==> src/rtl/serp_pkg.sv <==
package serp_pkg;

  // Fold a position in the up-then-down cycle onto a branch index.
  function automatic int unsigned fold_branch(input int unsigned pos,
                                              input int unsigned half);
    if (pos < half) return pos;
    return (2 * half - 1) - pos;
  endfunction

  // Second half of the cycle is the descending (odd) sweep.
  function automatic bit sweep_is_odd(input int unsigned pos,
                                      input int unsigned half);
    return pos >= half;
  endfunction

endpackage

==> src/rtl/serp_seq_ptr.sv <==
module serp_seq_ptr #(
  parameter int HALF  = 16,
  parameter int LANES = 4,
  localparam int CYC  = 2 * HALF,
  localparam int PW   = $clog2(CYC)
) (
  input  logic          clk,
  input  logic          rst,
  input  logic          adv,
  output logic [PW-1:0] base,
  output logic          wrap_evt
);
  localparam logic [PW-1:0] LAST = PW'(CYC - LANES);

  logic at_last;
  assign at_last  = (base == LAST);
  assign wrap_evt = adv && at_last;

  always_ff @(posedge clk) begin
    if (rst)      base <= '0;
    else if (adv) base <= at_last ? '0 : base + PW'(LANES);
  end

  assert_ptr_hold_R7: assert property (@(posedge clk) disable iff (rst)
    !adv |=> $stable(base));
  assert_ptr_wrap_R8: assert property (@(posedge clk) disable iff (rst)
    wrap_evt |=> (base == '0));
endmodule

==> src/rtl/serp_lane_router.sv <==
module serp_lane_router #(
  parameter int HALF  = 16,
  parameter int LANES = 4,
  localparam int PW   = $clog2(2 * HALF),
  localparam int BW   = $clog2(HALF)
) (
  input  logic [PW-1:0]            base,
  output logic [LANES-1:0][BW-1:0] lane_branch,
  output logic                     lane_odd
);
  import serp_pkg::*;

  for (genvar l = 0; l < LANES; l++) begin : g_lane
    always_comb begin
      int unsigned p;
      p = int'(base) + l;
      lane_branch[l] = BW'(fold_branch(p, HALF));
    end
  end

  assign lane_odd = sweep_is_odd(int'(base), HALF);
endmodule

==> src/rtl/serp_branch_regs.sv <==
module serp_branch_regs #(
  parameter int HALF  = 16,
  parameter int LANES = 4,
  parameter int SW    = 16,
  localparam int BW   = $clog2(HALF)
) (
  input  logic                     clk,
  input  logic                     rst,
  input  logic                     valid,
  input  logic [LANES*SW-1:0]      lanes,
  input  logic [LANES-1:0][BW-1:0] lane_branch,
  input  logic                     lane_odd,
  input  logic                     wrap_evt,
  output logic [HALF-1:0]          br_wr,
  output logic [HALF*SW-1:0]       br_data,
  output logic                     sweep_odd,
  output logic                     frame_done
);
  logic [HALF-1:0]         hit;
  logic [HALF-1:0][SW-1:0] pick;

  always_comb begin
    hit  = '0;
    pick = '0;
    for (int b = 0; b < HALF; b++) begin
      for (int l = 0; l < LANES; l++) begin
        if (lane_branch[l] == BW'(b)) begin
          hit[b]  = 1'b1;
          pick[b] = lanes[l*SW +: SW];
        end
      end
    end
  end

  always_ff @(posedge clk) begin
    if (rst) begin
      br_wr      <= '0;
      br_data    <= '0;
      sweep_odd  <= 1'b0;
      frame_done <= 1'b0;
    end else begin
      br_wr      <= valid ? hit : '0;
      frame_done <= wrap_evt;
      if (valid) sweep_odd <= lane_odd;
      for (int b = 0; b < HALF; b++)
        if (valid && hit[b]) br_data[b*SW +: SW] <= pick[b];
    end
  end

  assert_reset_state_R1: assert property (@(posedge clk)
    rst |=> (br_wr == '0) && !frame_done && !sweep_odd);
  assert_wr_count_R6: assert property (@(posedge clk) disable iff (rst)
    (valid) |=> ($countones(br_wr) == LANES));
  assert_idle_quiet_R7: assert property (@(posedge clk) disable iff (rst)
    !valid |=> (br_wr == '0) && $stable(br_data) && $stable(sweep_odd));
  assert_frame_odd_R8: assert property (@(posedge clk) disable iff (rst)
    frame_done |-> sweep_odd && (br_wr[0] == 1'b1));
endmodule

==> src/rtl/serp_commutator.sv <==
module serp_commutator #(
  parameter int HALF  = 16,
  parameter int LANES = 4,
  parameter int SW    = 16,
  localparam int PW   = $clog2(2 * HALF),
  localparam int BW   = $clog2(HALF)
) (
  input  logic                  clk,
  input  logic                  rst,
  input  logic                  in_valid,
  input  logic [LANES*SW-1:0]   in_lanes,
  output logic [HALF-1:0]       br_wr,
  output logic [HALF*SW-1:0]    br_data,
  output logic                  sweep_odd,
  output logic                  frame_done
);
  // A batch must never straddle a reversal.
  if ((HALF % LANES) != 0 || SW < 8 || SW > 16) begin : g_bad_cfg
    initial $error("serp_commutator: HALF must be a multiple of LANES, SW in 8..16");
  end

  logic [PW-1:0]            seq_base;
  logic                     seq_wrap;
  logic [LANES-1:0][BW-1:0] lane_branch;
  logic                     lane_odd;

  serp_seq_ptr #(.HALF(HALF), .LANES(LANES)) u_ptr (
    .clk(clk), .rst(rst), .adv(in_valid),
    .base(seq_base), .wrap_evt(seq_wrap)
  );

  serp_lane_router #(.HALF(HALF), .LANES(LANES)) u_route (
    .base(seq_base), .lane_branch(lane_branch), .lane_odd(lane_odd)
  );

  serp_branch_regs #(.HALF(HALF), .LANES(LANES), .SW(SW)) u_regs (
    .clk(clk), .rst(rst), .valid(in_valid), .lanes(in_lanes),
    .lane_branch(lane_branch), .lane_odd(lane_odd), .wrap_evt(seq_wrap),
    .br_wr(br_wr), .br_data(br_data), .sweep_odd(sweep_odd),
    .frame_done(frame_done)
  );

  assert_turn_top_R5: assert property (@(posedge clk) disable iff (rst)
    ($rose(sweep_odd) && (br_wr != '0)) |-> br_wr[HALF-1]);
  assert_turn_bottom_R5: assert property (@(posedge clk) disable iff (rst)
    ($fell(sweep_odd) && (br_wr != '0)) |-> br_wr[0]);
endmodule

==> config.mk <==
export PLATFORM = sky130hd
export DESIGN_NAME = serp_commutator
export DESIGN_NICKNAME = d
export VERILOG_FILES = /design/src/rtl/serp_pkg.sv /design/src/rtl/serp_seq_ptr.sv /design/src/rtl/serp_lane_router.sv /design/src/rtl/serp_branch_regs.sv /design/src/rtl/serp_commutator.sv
export SDC_FILE = /design/constraint.sdc
export NUM_CORES = 1
export LEC_CHECK = 0
export ABC_AREA = 1
export ABC_CLOCK_PERIOD_IN_PS = 3000
export BUFFER_PORTS_ARGS = -buffer_cell sky130_fd_sc_hd__buf_2
export CORE_MARGIN = 10
export CORE_UTILIZATION = 54
export CTS_CLUSTER_DIAMETER = 150
export DETAILED_ROUTE_END_ITERATION = 7
export HOLD_SLACK_MARGIN = 0.15
export PLACE_DENSITY = 0.91
export SLEW_MARGIN = 20
export SYNTH_ARGS = -nofsm -noshare
export SYNTH_HDL_FRONTEND = slang
export SYNTH_SLANG_ARGS = --single-unit
==> constraint.sdc <==
create_clock -name clk -period 3 [get_ports clk]
set_input_delay 0.6 -clock clk [delete_from_list [all_inputs] [get_ports clk]]
set_output_delay 0.6 -clock clk [all_outputs]
set_load 0.005 [all_outputs]
==> out/metrics.csv <==
stage,metric,value,unit
timing,tightest_slew,0.7870,ns
yosys,synth_area,13760,um2
floorplan,std_cell_rows,58,
clock_tree,cts_made_buffers,30,
yosys,ys_ff_latch,277,
cells_and_area,area_growth,21.05,%
power,peakVddDrop,441.4,uV
clock_tree,cts_buffer_depth,3,
worst_setup_path,cp-end-kind,flop,
timing,finalSetupViolations,0,
job,maxCapViolations,0,
worst_hold_path,hold_class,in -> reg,
clock_tree,post-cts-setup-buffer-count,0,
clock_tree,tritoncts,built,
placement,gp_congestion,1.077,
timing,finalClockSkew,0.01753,ns
yosys,avgSynthCellArea,6.056,um2
drt,dr.pass1.iters,6,
yosys,syn-num-nets,2342,
timing,relSlewSlack,47.53,%
clock_tree,cts_hold_buf,0,
yosys,yosysUniqueCellTypes,25,
global_routing,grt_overflow_total,0,
cells_and_area,seqCellArea,5545,um2
yosys,syn_inst,2272,
drt,via_per_inst,5.373,
worst_setup_path,crit_slowest_cell,nand2_1,
worst_setup_path,cp_slowest_stage_delay,0.45,ns
drt,drc_errors,0,
worst_setup_path,cp.required,3.44,ns
global_routing,grt_pass1_vias,14599,
worst_setup_path,crit_type,reg -> reg,
clock_tree,cts.htree.levels,1,
global_routing,antenna_found_initial,6,
floorplan,dieHeight,179.6,um
timing,rsz0062_at_grt,no,
worst_setup_path,cp.arrival,2.76,ns
floorplan,io_pins,341,
cells_and_area,fillers,2274,
timing,fmax,431.0,MHz
cells_and_area,nets,2609,
outcome,status,finished clean,
timing,period_share,77.34,%
clock_tree,path_clk_slew,0.06,ns
timing,finalMaxSlewViolations,0,
floorplan,die_w,179.6,um
placement,place_worst_setup_slack,0.7443,ns
floorplan,start_util,54.80,%
floorplan,fp.dieArea,32270,um2
drt,routedWlPerCell,19.29,um
timing,tns,0,ns
clock_tree,cts_resized,0,
worst_setup_path,crit_buf_inv,3,
floorplan,core,25110,um2
worst_setup_path,crit_chain,buf_4 -> inv_2 -> nand3_1 -> nand2_1 -> nand2_1 -> clkinv_1 -> nor2_1 -> nor2_1,
drt,drtIter0Drc,2141,
yosys,yosysWarnings,0,
clock_tree,clk_latency,0.57,ns
worst_setup_path,crit_family,buffers and inverters,
global_routing,grt_max_degree,67,
placement,dp_hpwl,40720,um
power,leakage,8.961,nW
drt,route.antenna.remaining_nets,0,
yosys,yosysSeqAreaShare,40.30,%
power,powerDensity,586.4,nW/um2
placement,io_buffers,340,
timing,fin_crit,2.320,ns
clock_tree,clock_sinks,277,
cells_and_area,multi_input_area,6590,um2
cells_and_area,drive_gt1_share,17.65,%
global_routing,grt_pass1_wl,84210,um
worst_setup_path,cp-start-kind,flop,
drt,wl,55820,um
global_routing,grt_usage,32.39,%
worst_setup_path,path_max_fanout,31,
drt,dr_total_vias,15543,
clock_tree,cts-root-buf,clkbuf_16,
timing,hold_viol,0,
timing,layout_setup_ws,0.6798,ns
synthesized netlist by cell type (all sizes together):
library cell  number  area share [%]
a21oi             41             1.5
nor2             452              12
clkinv             3           0.082
a31oi              1           0.045
nor3               1           0.036
nand2            752              21
buf               74             2.7
nand4             36             1.6
a211oi             1           0.055
inv              272             7.4
dfxtp            277              40
o22ai             12            0.55
clkbuf            66             1.8
nand3             55             2.1
ha                 3            0.27
a22oi              9            0.49
o21ai            217             7.9
layer usage:
| layer | up-vias | GRT usage (%) | routed length (um) |
|---|---|---|---|
| met3 | 223 | 8.454 | 6434 |
| met2 | 951 | 54.03 | 25610 |
| li1 | 7433 | - | - |
| met4 | 8 | 18.29 | 3765 |
| met1 | 6928 | 37.02 | 19950 |
| met5 | - | 0 | 55 |
cells by family (layout without fill, tap and decap cells):
kind of cell / after synthesis / count (layout) / synth area share (%)
compound gates: 281 / 281 / 10.58
fa+ha+maj: 3 / 3 / 0.2728
buf+inv: 415 / 704 / 12.00
flops: 277 / 277 / 40.30
other cells: 0 / 2 / 0
simple gates: 1296 / 1296 / 36.85
placed cells by master, fill, tap and decap left out:
cell type / count
nor3_1: 1
a211oi_1: 1
a31oi_1: 1
o21ai_0: 188
nand4_1: 36
nand3_2: 8
inv_2: 6
clkinvlp_4: 2
diode_2: 2
dfxtp_1: 277
clkinv_2: 5
o22ai_1: 12
clkbuf_1: 5
nand3_1: 47
nand2_2: 9
clkbuf_16: 31
inv_1: 266
inv_6: 1
nor2_2: 1
clkinv_1: 2
bufinv_16: 4
nor2_1: 450
buf_4: 31
ha_1: 3
o21ai_1: 29
nand2_1: 743
a21oi_1: 39
buf_12: 4
clkbuf_8: 7
buf_2: 340
nor2_4: 1
a22oi_1: 9
a21oi_2: 2
worst paths after layout:
path                       start             endpoint  slack (ns)  cells after the start
min reg2reg  u_regs.br_data[180]  u_regs.br_data[180]        0.46                      2
max reg2reg        u_ptr.base[4]  u_regs.br_data[247]        0.68                      8
min                 in_lanes[41]  u_regs.br_data[153]        0.43                      5
max                u_ptr.base[4]  u_regs.br_data[247]        0.68                      8
tightest hold or removal path: stages:
cell,delay [ns]
buf_2,0.12
nand2_1,0.05
o21ai_0,0.06
nor2_1,0.04
nor2_1,0.07
flip-flops by register name, indices dropped and copies added (netlist names):
name	cells
u_regs.br_data	256
u_regs.br_wr	16
u_ptr.base	3
u_regs.frame_done	1
u_regs.sweep_odd	1
metrics by stage:
stage	total power, mW	util (%)	instance area (um2)	hold slack, ns	std cells
after floorplan	5.126	-	13760	0.4609	2272
after global placement	5.828	62.13	15600	0.4502	2837
after detailed placement	5.870	62.13	15600	0.4544	2837
after CTS	9.763	66.31	16650	0.4119	2891
after global routing	10.15	66.31	16650	0.4571	2891
final	9.767	66.33	16660	0.4283	2893
area by class of cell:
class | count | share of cell area (%)
Multi-Input combinational cell | 1580 | 39.57
Timing Repair Buffer | 375 | 12.09
Clock buffer | 43 | 5.349
Clock inverter | 11 | 0.9615
Inverter | 275 | 6.227
Antenna cell | 2 | 0.03005
Sequential cell | 277 | 33.29
Tap cell | 330 | 2.479
report_power, final:
| part | internal [mW] | switching, mW | total, mW | leakage (nW) |
|---|---|---|---|---|
| Sequential | 3.93 | 0.156 | 4.08 | 2.26 |
| Combinational | 0.571 | 1.19 | 1.76 | 6.19 |
| Clock | 2.39 | 1.54 | 3.93 | 0.515 |
No activity file was read; power rests on OpenSTA's default activity.
